**src/rtl/alu8_pkg.sv**
```systemverilog
package alu8_pkg;

  localparam int OPW = 5;

  typedef enum logic [OPW-1:0] {
    OP_ADD  = 5'd0,
    OP_ADC  = 5'd1,
    OP_SUB  = 5'd2,
    OP_SBC  = 5'd3,
    OP_AND  = 5'd4,
    OP_OR   = 5'd5,
    OP_XOR  = 5'd6,
    OP_ANDN = 5'd7,
    OP_TST  = 5'd8,
    OP_INC  = 5'd9,
    OP_DEC  = 5'd10,
    OP_COM  = 5'd11,
    OP_NEG  = 5'd12,
    OP_LSL  = 5'd13,
    OP_LSR  = 5'd14,
    OP_ROL  = 5'd15,
    OP_ROR  = 5'd16,
    OP_ASR  = 5'd17,
    OP_SWAP = 5'd18,
    OP_SER  = 5'd19,
    OP_CP   = 5'd20,
    OP_CPC  = 5'd21
  } alu_op_e;

  // status byte bit positions
  localparam int FL_C = 0;
  localparam int FL_Z = 1;
  localparam int FL_N = 2;
  localparam int FL_V = 3;
  localparam int FL_S = 4;
  localparam int FL_H = 5;
  localparam int FL_T = 6;
  localparam int FL_I = 7;

  typedef enum logic [1:0] {
    SRC_ARITH,
    SRC_SHIFT,
    SRC_LOGIC
  } res_src_e;

endpackage

```
**src/rtl/alu8_addsub.sv**
```systemverilog
module alu8_addsub #(
  parameter int DW = 8
) (
  input  logic [DW-1:0] x,
  input  logic [DW-1:0] y,
  input  logic          cin,   // carry for add, borrow for subtract
  input  logic          sub,
  output logic [DW-1:0] sum,
  output logic          c_out, // carry or borrow out of the top bit
  output logic          h_out, // carry or borrow out of the low half
  output logic          v_out
);
  localparam int HW = DW / 2;

  logic [DW-1:0] y_eff;
  logic          ci_eff;
  logic [DW:0]   full;
  logic [HW:0]   half;

  // subtraction as x + ~y + ~borrow
  assign y_eff  = sub ? ~y : y;
  assign ci_eff = sub ? ~cin : cin;

  assign full = {1'b0, x} + {1'b0, y_eff} + {{DW{1'b0}}, ci_eff};
  assign half = {1'b0, x[HW-1:0]} + {1'b0, y_eff[HW-1:0]} + {{HW{1'b0}}, ci_eff};

  assign sum   = full[DW-1:0];
  assign c_out = sub ? ~full[DW] : full[DW];
  assign h_out = sub ? ~half[HW] : half[HW];
  assign v_out = (x[DW-1] == y_eff[DW-1]) && (full[DW-1] != x[DW-1]);

endmodule

```
**src/rtl/alu8_shift.sv**
```systemverilog
module alu8_shift
  import alu8_pkg::*;
#(
  parameter int DW = 8
) (
  input  alu_op_e       op,
  input  logic [DW-1:0] x,
  input  logic          cin,
  output logic [DW-1:0] res,
  output logic          c_out
);
  logic [DW-1:0] left_v;
  logic [DW-1:0] right_v;
  logic          fill_l;
  logic          fill_r;
  logic          go_left;

  always_comb begin
    fill_l  = (op == OP_ROL) ? cin : 1'b0;
    unique case (op)
      OP_ROR:  fill_r = cin;
      OP_ASR:  fill_r = x[DW-1];
      default: fill_r = 1'b0;
    endcase
    go_left = (op == OP_LSL) || (op == OP_ROL);
  end

  for (genvar i = 0; i < DW; i++) begin : g_bit
    if (i == 0) begin : g_lo
      assign left_v[i] = fill_l;
    end else begin : g_up
      assign left_v[i] = x[i-1];
    end
    if (i == DW - 1) begin : g_hi
      assign right_v[i] = fill_r;
    end else begin : g_dn
      assign right_v[i] = x[i+1];
    end
  end

  assign res   = go_left ? left_v : right_v;
  assign c_out = go_left ? x[DW-1] : x[0];

endmodule

```
**src/rtl/alu8_logic.sv**
```systemverilog
module alu8_logic
  import alu8_pkg::*;
#(
  parameter int DW = 8
) (
  input  alu_op_e       op,
  input  logic [DW-1:0] x,
  input  logic [DW-1:0] y,
  output logic [DW-1:0] res
);
  localparam int HW = DW / 2;

  always_comb begin
    unique case (op)
      OP_AND:  res = x & y;
      OP_OR:   res = x | y;
      OP_XOR:  res = x ^ y;
      OP_ANDN: res = x & ~y;
      OP_TST:  res = x;
      OP_COM:  res = ~x;
      OP_SWAP: res = {x[HW-1:0], x[DW-1:HW]};
      OP_SER:  res = '1;
      default: res = '0;
    endcase
  end

endmodule

```
**src/rtl/alu8_flags.sv**
```systemverilog
module alu8_flags
  import alu8_pkg::*;
#(
  parameter int DW = 8
) (
  input  alu_op_e       op,
  input  logic [7:0]    status_in,
  input  logic [DW-1:0] res,
  input  logic          ar_c,
  input  logic          ar_h,
  input  logic          ar_v,
  input  logic          sh_c,
  output logic [7:0]    status_nxt,
  output logic          we_nxt
);
  logic z;
  logic n;

  assign z = (res == '0);
  assign n = res[DW-1];

  always_comb begin
    status_nxt = status_in;
    we_nxt     = 1'b1;
    unique case (op)
      OP_ADD, OP_ADC, OP_SUB, OP_SBC, OP_CP, OP_CPC, OP_NEG: begin
        status_nxt[FL_C] = ar_c;
        status_nxt[FL_H] = ar_h;
        status_nxt[FL_V] = ar_v;
        status_nxt[FL_N] = n;
        status_nxt[FL_Z] = (op == OP_SBC || op == OP_CPC) ? (status_in[FL_Z] & z) : z;
        status_nxt[FL_S] = n ^ ar_v;
        we_nxt           = !(op == OP_CP || op == OP_CPC);
      end
      OP_AND, OP_OR, OP_XOR, OP_ANDN, OP_TST: begin
        status_nxt[FL_V] = 1'b0;
        status_nxt[FL_N] = n;
        status_nxt[FL_Z] = z;
        status_nxt[FL_S] = n;
      end
      OP_INC, OP_DEC: begin
        status_nxt[FL_V] = ar_v;
        status_nxt[FL_N] = n;
        status_nxt[FL_Z] = z;
        status_nxt[FL_S] = n ^ ar_v;
      end
      OP_COM: begin
        status_nxt[FL_C] = 1'b1;
        status_nxt[FL_V] = 1'b0;
        status_nxt[FL_N] = n;
        status_nxt[FL_Z] = z;
        status_nxt[FL_S] = n;
      end
      OP_LSL, OP_LSR, OP_ROL, OP_ROR, OP_ASR: begin
        status_nxt[FL_C] = sh_c;
        status_nxt[FL_V] = n ^ sh_c;
        status_nxt[FL_N] = n;
        status_nxt[FL_Z] = z;
        status_nxt[FL_S] = sh_c;  // n ^ (n ^ c)
      end
      OP_SWAP, OP_SER: begin
        we_nxt = 1'b1;
      end
      default: begin
        we_nxt = 1'b0;
      end
    endcase
  end

endmodule

```
**src/rtl/alu8_core.sv**
```systemverilog
module alu8_core
  import alu8_pkg::*;
#(
  parameter int DW = 8
) (
  input  logic           clk,
  input  logic           rst,
  input  logic           in_valid,
  input  logic [OPW-1:0] op,
  input  logic [DW-1:0]  a,
  input  logic [DW-1:0]  b,
  input  logic [DW-1:0]  imm,
  input  logic           use_imm,
  input  logic [7:0]     status_in,
  output logic           valid_q,
  output logic           we_q,
  output logic [DW-1:0]  res_q,
  output logic [7:0]     status_q
);
  alu_op_e       op_e;
  logic [DW-1:0] opnd_b;
  logic [DW-1:0] ar_x, ar_y, ar_sum;
  logic          ar_cin, ar_sub, ar_c, ar_h, ar_v;
  logic [DW-1:0] sh_res, lg_res, res_nxt;
  logic          sh_c;
  logic [7:0]    status_nxt;
  logic          we_nxt;
  res_src_e      src;

  assign op_e   = alu_op_e'(op);
  assign opnd_b = use_imm ? imm : b;

  // operand steering for the shared adder
  always_comb begin
    ar_x   = a;
    ar_y   = opnd_b;
    ar_cin = 1'b0;
    ar_sub = 1'b0;
    src    = SRC_LOGIC;
    unique case (op_e)
      OP_ADD: src = SRC_ARITH;
      OP_ADC: begin src = SRC_ARITH; ar_cin = status_in[FL_C]; end
      OP_SUB, OP_CP: begin src = SRC_ARITH; ar_sub = 1'b1; end
      OP_SBC, OP_CPC: begin
        src    = SRC_ARITH;
        ar_sub = 1'b1;
        ar_cin = status_in[FL_C];
      end
      OP_INC: begin src = SRC_ARITH; ar_y = '0; ar_cin = 1'b1; end
      OP_DEC: begin src = SRC_ARITH; ar_y = '0; ar_cin = 1'b1; ar_sub = 1'b1; end
      OP_NEG: begin src = SRC_ARITH; ar_x = '0; ar_y = a; ar_sub = 1'b1; end
      OP_LSL, OP_LSR, OP_ROL, OP_ROR, OP_ASR: src = SRC_SHIFT;
      default: src = SRC_LOGIC;
    endcase
  end

  alu8_addsub #(.DW(DW)) u_addsub (
    .x(ar_x), .y(ar_y), .cin(ar_cin), .sub(ar_sub),
    .sum(ar_sum), .c_out(ar_c), .h_out(ar_h), .v_out(ar_v)
  );

  alu8_shift #(.DW(DW)) u_shift (
    .op(op_e), .x(a), .cin(status_in[FL_C]), .res(sh_res), .c_out(sh_c)
  );

  alu8_logic #(.DW(DW)) u_logic (
    .op(op_e), .x(a), .y(opnd_b), .res(lg_res)
  );

  always_comb begin
    unique case (src)
      SRC_ARITH: res_nxt = ar_sum;
      SRC_SHIFT: res_nxt = sh_res;
      default:   res_nxt = lg_res;
    endcase
  end

  alu8_flags #(.DW(DW)) u_flags (
    .op(op_e), .status_in(status_in), .res(res_nxt),
    .ar_c(ar_c), .ar_h(ar_h), .ar_v(ar_v), .sh_c(sh_c),
    .status_nxt(status_nxt), .we_nxt(we_nxt)
  );

  always_ff @(posedge clk) begin
    if (rst) begin
      valid_q  <= 1'b0;
      we_q     <= 1'b0;
      res_q    <= '0;
      status_q <= '0;
    end else begin
      valid_q <= in_valid;
      if (in_valid) begin
        we_q     <= we_nxt;
        res_q    <= res_nxt;
        status_q <= status_nxt;
      end else begin
        we_q <= 1'b0;
      end
    end
  end

endmodule

```
**config.mk**
```make
export PLATFORM = sky130hd
export DESIGN_NAME = alu8_core
export DESIGN_NICKNAME = d
export VERILOG_FILES = /design/src/rtl/alu8_pkg.sv /design/src/rtl/alu8_addsub.sv /design/src/rtl/alu8_shift.sv /design/src/rtl/alu8_logic.sv /design/src/rtl/alu8_flags.sv /design/src/rtl/alu8_core.sv
export SDC_FILE = /design/constraint.sdc
export NUM_CORES = 1
export LEC_CHECK = 0
export CAP_MARGIN = 5
export CORE_ASPECT_RATIO = 0.7
export CORE_MARGIN = 5
export CORE_UTILIZATION = 45
export CTS_BUF_LIST = sky130_fd_sc_hd__clkbuf_16
export DETAILED_ROUTE_END_ITERATION = 10
export PLACE_DENSITY = 0.78
export SYNTH_ARGS = -nofsm -noshare
export SYNTH_HDL_FRONTEND = slang
export SYNTH_SLANG_ARGS = --single-unit
export TNS_END_PERCENT = 20
```
**constraint.sdc**
```tcl
create_clock -name clk -period 13.2 [get_ports clk]
set_input_delay 2.64 -clock clk [delete_from_list [all_inputs] [get_ports clk]]
set_output_delay 2.64 -clock clk [all_outputs]
set_load 0.01 [all_outputs]
```
==> impl_metrics.csv, run 1 <==
group,metric,value,unit
outcome,status,"finished clean",
setup_path,arrival,7.66,ns
yosys,yosysWarnings,0,
pwr,power,0.270,mW
yosys,avgSynthCellArea,7.47,um2
yosys,synth_edf_count,0,
global_route,grt_max_degree,40,
setup_path,start_kind,"primary input",
yosys,synth-async-reset-ratio,0,%
placed_design,dpl_cell_area,3410,um2
timing,fin_crit,7.57,ns
timing,skew,0,ns
layout,final_area,3490,um2
layout,final_nets,483,
yosys,ys_seq_area_share,12.5,%
setup_path,end_kind,"flip-flop",
timing,slew_viol_final,0,
timing,whs,0.473,ns
placed_design,dpl.hpwl,8.16,mm
die,die_w,106,um
die,fp.coreArea,6250,um2
clock_network,root_buffer,"clkbuf_16",
layout,area_growth,20.6,%
yosys,syn-num-nets,445,
global_route,grt_util_all_layers,25.3,%
yosys,synth_area,2890,um2
routing,antenna_left,0,
timing,slew_headroom,35.8,%
routing,viasPerCell,6.41,
global_route,grt_pass1_vias,2990,
timing,hold_viol,0,
setup_path,crit_required,13.29,ns
setup_path,crit_fanout,26,
routing,wl_per_cell,20.6,um
clock_network,h-tree-depth,1,
die,die_h,77.1,um
clock_network,cts_resized,0,
routing,drt_iter0_drc,367,
timing,fmax,132,MHz
pwr,power_density,77.3,nW/um2
clock_network,cts_tree,"yes",
yosys,ys_ff_latch,18,
timing,worst_pin_slew,0.948,ns
placed_design,port_buffers,58,
clock_network,clock_path_buffers,2,
clock_network,path_clk_slew,0.05,ns
routing,dr.pass1.iters,5,
die,initial_core_util,46.3,%
layout,layout-drive-gt1-share,8.02,%
timing,setup_violations,0,
placed_design,gp_congestion,0.961,
die,dieArea,8160,um2
run,cap_violations,0,
timing,tns,0,ns
global_route,overflow,0,
yosys,ys.flop_type,"dfxtp_1",
global_route,grt_pass1_wl,16.5,mm
clock_network,clock_sinks,18,
clock_network,cts_hold_buf,0,
die,io-pin-count,59,
pwr,peakVddDrop,0.0485,mV
clock_network,post_cts_buffers,0,
timing,rsz0062_at_grt,"no",
routing,vias,3220,
timing,period_share,57.4,%
yosys,synthCells,387,
routing,totalWireLength,10.3,mm
min_path,hp-class,"reg -> reg",
setup_path,critPathKind,"in -> reg",
die,rows,24,
yosys,synth_cell_types,75,
routing,drc,0,
pwr,p_leak,1.38,nW
layout,diodes,0,
clock_network,numCtsBuffers,3,
clock_network,clk_latency,0.25,ns
global_route,antenna_found_initial,0,
metal layers:
metal  up-vias  wire (um)  GRT usage [%]
li1       1499          -              -
met1      1513       4790           39.2
met2       194       4330           36.1
met3        14       1120           4.36
met4         0        110           4.66
met5         -          0              0
logic make-up after synthesis:
kind of cell             share of synthesized area, %
AO/OA/AOI/OAI                                    32.4
XOR/XNOR                                         3.63
adder cells (fa/ha/maj)                          7.87
buffers and inverters                            9.82
flip-flops                                       12.5
multiplexers                                     8.04
AND/OR/NAND/NOR                                  25.8
final cells by class:
cell class                 count  area, um2
sequential                    18        360
inverter                      25       93.8
multi-input combinational    315       2250
tap                           78       97.6
clock buffer                   3       75.1
fill                         634       2760
clock inverter                 1       3.75
timing repair buffer          62        611
state kept, by name, summed over array words and instances, names as in the netlist:
name,cells
res_q,8
status_q,8
valid_q,1
we_q,1
worst max-delay path, stage by stage:
cell	delay [ns]
clkdlybuf4s50_1	0.86
or3_4	0.61
nor2_1	0.62
a22oi_1	0.24
xnor2_1	0.21
fa_1	0.45
fa_1	0.42
nand2b_1	0.17
a21oi_1	0.30
a21boi_0	0.18
nor2_1	0.15
xor2_1	0.09
a2111oi_0	0.57
a211oi_1	0.15
placed cells by master (no fill, tap or decap), types with 4 or more instances in the layout:
cell,synthesis,routed
a31oi_1,4,4
clkdlybuf4s50_1,0,58
o211ai_1,6,6
inv_1,25,25
and2_1,4,4
o21a_1,6,6
o21bai_1,4,4
o21ai_0,20,20
nor3_1,10,10
mux2i_1,14,14
nand2b_1,7,7
mux2_2,5,5
ha_1,15,15
xor2_1,9,9
o22ai_1,4,4
a22oi_1,15,15
o2111ai_1,7,7
nor2b_1,6,6
nand2_1,20,20
a211oi_1,10,10
a21oi_1,20,20
buf_4,5,4
dfxtp_1,18,18
nand3_1,8,8
nor2_1,50,50
per-stage QoR:
stage | worst slack (ns) | util (%) | instances
detailed placement | 5.48 | 54.6 | 498
global placement | 5.69 | 54.6 | 498
CTS | 5.72 | 55.9 | 502
finish | 5.63 | 55.9 | 502
floorplan | 6.89 | - | 387
global route | 5.23 | 55.9 | 502
synth_stat cells, types with 3 or more instances:
| cell type | number | share of area (%) |
|---|---|---|
| o21bai_1 | 4 | 1.0 |
| nor2_1 | 50 | 6.5 |
| mux2_2 | 5 | 1.9 |
| nor3b_1 | 3 | 0.78 |
| and2_1 | 4 | 0.86 |
| mux2i_1 | 14 | 4.8 |
| buf_4 | 5 | 1.3 |
| o21ai_0 | 20 | 3.5 |
| o21a_1 | 6 | 1.6 |
| o211ai_1 | 6 | 1.6 |
| dfxtp_1 | 18 | 12 |
| a21o_1 | 3 | 0.78 |
| buf_2 | 8 | 1.4 |
| nand3_1 | 8 | 1.4 |
| a22oi_1 | 15 | 3.9 |
| ha_1 | 15 | 6.5 |
| buf_6 | 7 | 2.7 |
| nand3b_1 | 3 | 0.78 |
| a31oi_1 | 4 | 0.86 |
| nand2b_1 | 7 | 1.5 |
| nand2_1 | 20 | 2.6 |
| inv_1 | 25 | 3.2 |
| nor2b_1 | 6 | 1.3 |
| nor3_1 | 10 | 1.7 |
| xor2_1 | 9 | 2.7 |
| nor2_2 | 3 | 0.65 |
| xnor2_1 | 3 | 0.91 |
| a21oi_1 | 20 | 3.5 |
| clkbuf_1 | 9 | 1.2 |
| o22ai_1 | 4 | 0.86 |
| a211oi_1 | 10 | 2.6 |
| o2111ai_1 | 7 | 2.1 |
final timing paths:
check | startpoint | endpoint | slack [ns] | cells past startpoint
max | op[1] | res_q[6]$_SDFFE_PP0P_ | 5.63 | 14
min | status_q[2]$_SDFFE_PP0P_ | status_q[2]$_SDFFE_PP0P_ | 0.47 | 2
max reg2reg | status_q[1]$_SDFFE_PP0P_ | status_q[1]$_SDFFE_PP0P_ | 11.83 | 5
min reg2reg | status_q[2]$_SDFFE_PP0P_ | status_q[2]$_SDFFE_PP0P_ | 0.47 | 2
power by group:
part           internal (mW)  switching [mW]
Combinational         0.0640          0.0827
Clock                 0.0403          0.0212
Sequential            0.0591         0.00238
Power figures use the tool's default switching activity.
==> run 2: changes to the inputs <==
Clock period 13.2 ns to 7.22 ns, I/O delays scaled along.
==> impl_metrics.csv, run 2 (synthesized netlist as in run 1, its figures left out) <==
group,metric,value,unit
pwr,power_density,141,nW/um2
die,io-pin-count,59,
routing,antenna_left,0,
timing,tns,0,ns
timing,slew_viol_final,0,
run,cap_violations,0,
layout,multi_input_area,2250,um2
placed_design,dpl_cell_area,3430,um2
global_route,grt_pass1_wl,16.8,mm
clock_network,cts_hold_buf,0,
clock_network,root_buffer,"clkbuf_16",
timing,setup_violations,0,
placed_design,port_buffers,58,
placed_design,dpl.hpwl,8.27,mm
clock_network,clock_path_buffers,2,
layout,final_nets,486,
die,initial_core_util,46.3,%
routing,totalWireLength,10.4,mm
setup_path,crit_required,7.31,ns
placed_design,dp_slack,0.910,ns
outcome,status,"finished clean",
pwr,peakVddDrop,0.0935,mV
timing,worst_pin_slew,0.983,ns
routing,wl_per_cell,20.6,um
layout,num-fill-cells,608,
timing,fmax,162,MHz
setup_path,start_kind,"primary input",
timing,fin_ws,1.07,ns
timing,period_share,85.2,%
setup_path,crit_fanout,15,
global_route,grt_max_degree,39,
clock_network,clock_sinks,18,
clock_network,h-tree-depth,1,
die,die_h,77.1,um
layout,layout_common_cells,"clkdlybuf4s50_1 (58), nor2_1 (50), inv_1 (25)",
layout,reg_top3,"res_q: 8 flops, status_q: 8 flops",
routing,drt_iter0_drc,444,
pwr,power,0.496,mW
routing,drc,0,
setup_path,critPathKind,"in -> reg",
setup_path,end_kind,"flip-flop",
timing,rsz0062_at_grt,"no",
clock_network,cts_resized,0,
clock_network,numCtsBuffers,3,
die,dieArea,8160,um2
setup_path,arrival,6.24,ns
timing,slew_headroom,34.3,%
layout,final_common_cell,"clkdlybuf4s50_1",
timing,hold_viol,0,
die,rows,24,
layout,diodes,0,
pwr,p_leak,1.40,nW
layout,area_growth,21.4,%
die,die_w,106,um
clock_network,path_clk_slew,0.06,ns
layout,seq_area,360,um2
timing,skew,0,ns
global_route,grt_pass1_vias,3054,
timing,fin_crit,6.15,ns
global_route,overflow,0,
clock_network,cts_tree,"yes",
layout,final_area,3510,um2
placed_design,gp_congestion,0.996,
global_route,grt_util_all_layers,25.5,%
clock_network,clk_latency,0.25,ns
min_path,hp-class,"reg -> reg",
routing,viasPerCell,6.37,
routing,vias,3215,
clock_network,post_cts_buffers,0,
routing,dr.pass1.iters,5,
global_route,antenna_found_initial,0,
layout,layout-drive-gt1-share,8.67,%
die,fp.coreArea,6250,um2
run 2: area by class of cell:
class | count | area share, %
multi-input cells | 315 | 64.0
repair buffers | 65 | 18.0
flip-flops and latches | 18 | 10.3
well taps | 78 | 2.78
inverters | 25 | 2.67
clock buffers | 3 | 2.14
clock inverters | 1 | 0.107
run 2: path summary, 6_finish.rpt:
| check | start | endpoint | slack [ns] | depth (start not counted) |
|---|---|---|---|---|
| setup / recovery | op[2] | res_q[6]$_SDFFE_PP0P_ | 1.07 | 14 |
| hold / removal | status_q[2]$_SDFFE_PP0P_ | status_q[2]$_SDFFE_PP0P_ | 0.46 | 2 |
| setup reg to reg | status_q[1]$_SDFFE_PP0P_ | status_q[1]$_SDFFE_PP0P_ | 5.94 | 5 |
| hold reg to reg | status_q[2]$_SDFFE_PP0P_ | status_q[2]$_SDFFE_PP0P_ | 0.46 | 2 |
run 2: per-layer routing:
layer | track usage, % | part of all wire, %
met1 | 38.3 | 46
met2 | 36.3 | 40
met3 | 7.21 | 13
met4 | 4.27 | 1.3
met5 | 0 | 0
run 2: critical path, cell delays in order:
cell	delay, ns
clkdlybuf4s50_1	0.82
nor2b_1	0.25
o311ai_1	0.84
a22oi_1	0.18
xnor2_1	0.21
fa_1	0.48
fa_1	0.43
nand2b_1	0.16
a21oi_1	0.30
a21boi_0	0.19
nor2_1	0.15
xor2_1	0.08
a2111oi_0	0.55
a211oi_1	0.15
run 2: through the flow:
step | hold slack, ns | instances | util [%]
detailed placement | 0.462 | 501 | 55.0
CTS | 0.463 | 505 | 56.2
finish | 0.460 | 505 | 56.2
global route | 0.495 | 505 | 56.2
floorplan | 0.486 | 387 | -
global placement | 0.457 | 501 | 55.0
run 2: where the power goes:
part / internal [mW] / leakage, nW / switching [mW] / total, mW
clock network: 0.0738 / 0.0385 / 0.0399 / 0.114
logic: 0.118 / 1.21 / 0.152 / 0.270
registers: 0.108 / 0.149 / 0.00444 / 0.112
total: 0.300 / 1.40 / 0.196 / 0.496
==> run 3: changes to the inputs <==
Settings changed: CORE_MARGIN 5 to 2.
==> impl_metrics.csv, run 3 (synthesized netlist as in run 1, its figures left out) <==
group,metric,value,unit
pwr,power,0.495,mW
clock_network,h-tree-depth,1,
run,cap_violations,0,
setup_path,arrival,6.34,ns
routing,viasPerCell,6.30,
clock_network,post_cts_buffers,0,
die,dieArea,7100,um2
routing,wl_met1,4.29,mm
setup_path,cp-endpoint,"status_q[1]$_SDFFE_PP0P_",
die,initial_core_util,46.5,%
setup_path,end_kind,"flip-flop",
clock_network,clock_path_buffers,2,
placed_design,dp_slack,0.959,ns
placed_design,gp_congestion,1.09,
global_route,grt_pass1_wl,15.8,mm
global_route,grt_max_degree,39,
timing,skew,0,ns
setup_path,crit_required,7.41,ns
layout,final_nets,487,
routing,wl_met2,4.21,mm
layout,layout-drive-gt1-share,8.88,%
global_route,grt_util_all_layers,28.0,%
placed_design,port_buffers,58,
routing,drc,0,
clock_network,cts_resized,0,
routing,antenna_left,0,
layout,area_growth,21.7,%
min_path,whs_path_depth,2,
setup_path,r2r_cells,5,
timing,whs,0.463,ns
timing,slew_viol_final,0,
routing,top_layer_used,"met4",
timing,fin_ws,1.07,ns
timing,rsz0062_at_grt,"no",
layout,layout_common_cells,"clkdlybuf4s50_1 (58), nor2_1 (50), inv_1 (25)",
clock_network,clock_sinks,18,
clock_network,clk_latency,0.25,ns
setup_path,cpMostUsedCell,"fa_1",
setup_path,reg2reg_from,"status_q[1]$_SDFFE_PP0P_",
routing,vias,3186,
layout,num-fill-cells,593,
pwr,peakVddDrop,0.0783,mV
die,fp.coreArea,6220,um2
timing,hold_viol,0,
setup_path,max_stage_delay,1.00,ns
clock_network,root_buffer,"clkbuf_16",
timing,period_share,85.2,%
die,die_h,71.1,um
timing,worst_pin_slew,0.977,ns
global_route,grt_pass1_vias,3056,
routing,dr.pass1.iters,6,
layout,final_common_cell,"clkdlybuf4s50_1",
routing,totalWireLength,9.93,mm
outcome,status,"finished clean",
clock_network,cts_hold_buf,0,
timing,fin_crit,6.15,ns
layout,seq_area,360,um2
layout,reg_top3,"res_q: 8 flops, status_q: 8 flops",
timing,tns,0,ns
global_route,overflow,0,
clock_network,cts_tree,"yes",
setup_path,crit-reg2reg-capture,"status_q[1]$_SDFFE_PP0P_",
die,io-pin-count,59,
setup_path,slowest_stage,"o311ai_1",
pwr,p_leak,1.40,nW
layout,multi_input_area,2250,um2
min_path,hp-class,"reg -> reg",
setup_path,crit_path_cell_trace,"clkdlybuf4s50_1, o311ai_1, a22oi_1, xnor2_1, fa_1, fa_1, nand2b_1, a21oi_1, a21boi_0, nor2_1, xor2_1, a2111oi_0, a41o_1",
layout,diodes,0,
timing,slew_headroom,33.8,%
clock_network,numCtsBuffers,3,
setup_path,r2r_slack,5.86,ns
setup_path,critPathLaunch,"op[0]",
die,rows,24,
clock_network,path_clk_slew,0.05,ns
setup_path,critPathKind,"in -> reg",
timing,fmax,163,MHz
routing,wl_per_cell,19.6,um
setup_path,cp_top_family,"compound AO/OA/AOI/OAI gates",
placed_design,dpl.hpwl,7.81,mm
setup_path,crit_fanout,23,
setup_path,crit_buf_inv,1,
routing,drt_iter0_drc,418,
die,die_w,99.8,um
setup_path,worst-path-stages,13,
global_route,antenna_found_initial,0,
setup_path,start_kind,"primary input",
timing,setup_violations,0,
pwr,power_density,141,nW/um2
routing,wl_met3,1.26,mm
[run 3: cell count changes in the layout (fill, tap and decap cells not counted)]
| cell | delta |
|---|---|
| buf_4 | +1 |
[run 3: cell type report]
cell class	count	area share [%]
timing repair buffer	66	18.2
inverter	25	2.67
multi-input combinational	315	63.9
clock inverter	1	0.107
tap	78	2.77
clock buffer	3	2.13
sequential	18	10.2
[run 3: per-layer routing]
| metal | track usage (%) | vias up |
|---|---|---|
| li1 | - | 1511 |
| met1 | 40.6 | 1462 |
| met2 | 41.3 | 189 |
| met3 | 8.40 | 24 |
| met4 | 5.48 | 0 |
| met5 | 0 | - |
[run 3: worst min-delay path: cells and delay by family, from the launching register on]
kind | cells | cell delay (ns)
AOI/OAI and AO/OA | 1 | 0.05
DFF | 1 | 0.31
and+or+nand+nor | 1 | 0.06
[run 3: power breakdown]
group / switching [mW] / internal (mW) / leakage, nW
Combinational: 0.154 / 0.119 / 1.22
Sequential: 0.00451 / 0.108 / 0.149
Clock: 0.0368 / 0.0736 / 0.0385
Total: 0.195 / 0.300 / 1.40
[run 3: through the flow]
step           area, um2  cells  util [%]
2_1_floorplan       2890    387         -
3_3_place_gp        3440    502      55.4
3_5_place_dp        3440    502      55.4
4_1_cts             3520    506      56.6
5_1_grt             3520    506      56.6
6_report            3520    506      56.6
[run 3: how the worst min path moves through the flow]
stage,start,to
final,status_q[2]$_SDFFE_PP0P_,status_q[2]$_SDFFE_PP0P_
after global routing,res_q[3]$_SDFFE_PP0P_,res_q[3]$_SDFFE_PP0P_
after floorplan,status_q[2]$_SDFFE_PP0P_,status_q[2]$_SDFFE_PP0P_
after global placement,status_q[2]$_SDFFE_PP0P_,status_q[2]$_SDFFE_PP0P_
after CTS,status_q[2]$_SDFFE_PP0P_,status_q[2]$_SDFFE_PP0P_
after detailed placement,status_q[2]$_SDFFE_PP0P_,status_q[2]$_SDFFE_PP0P_
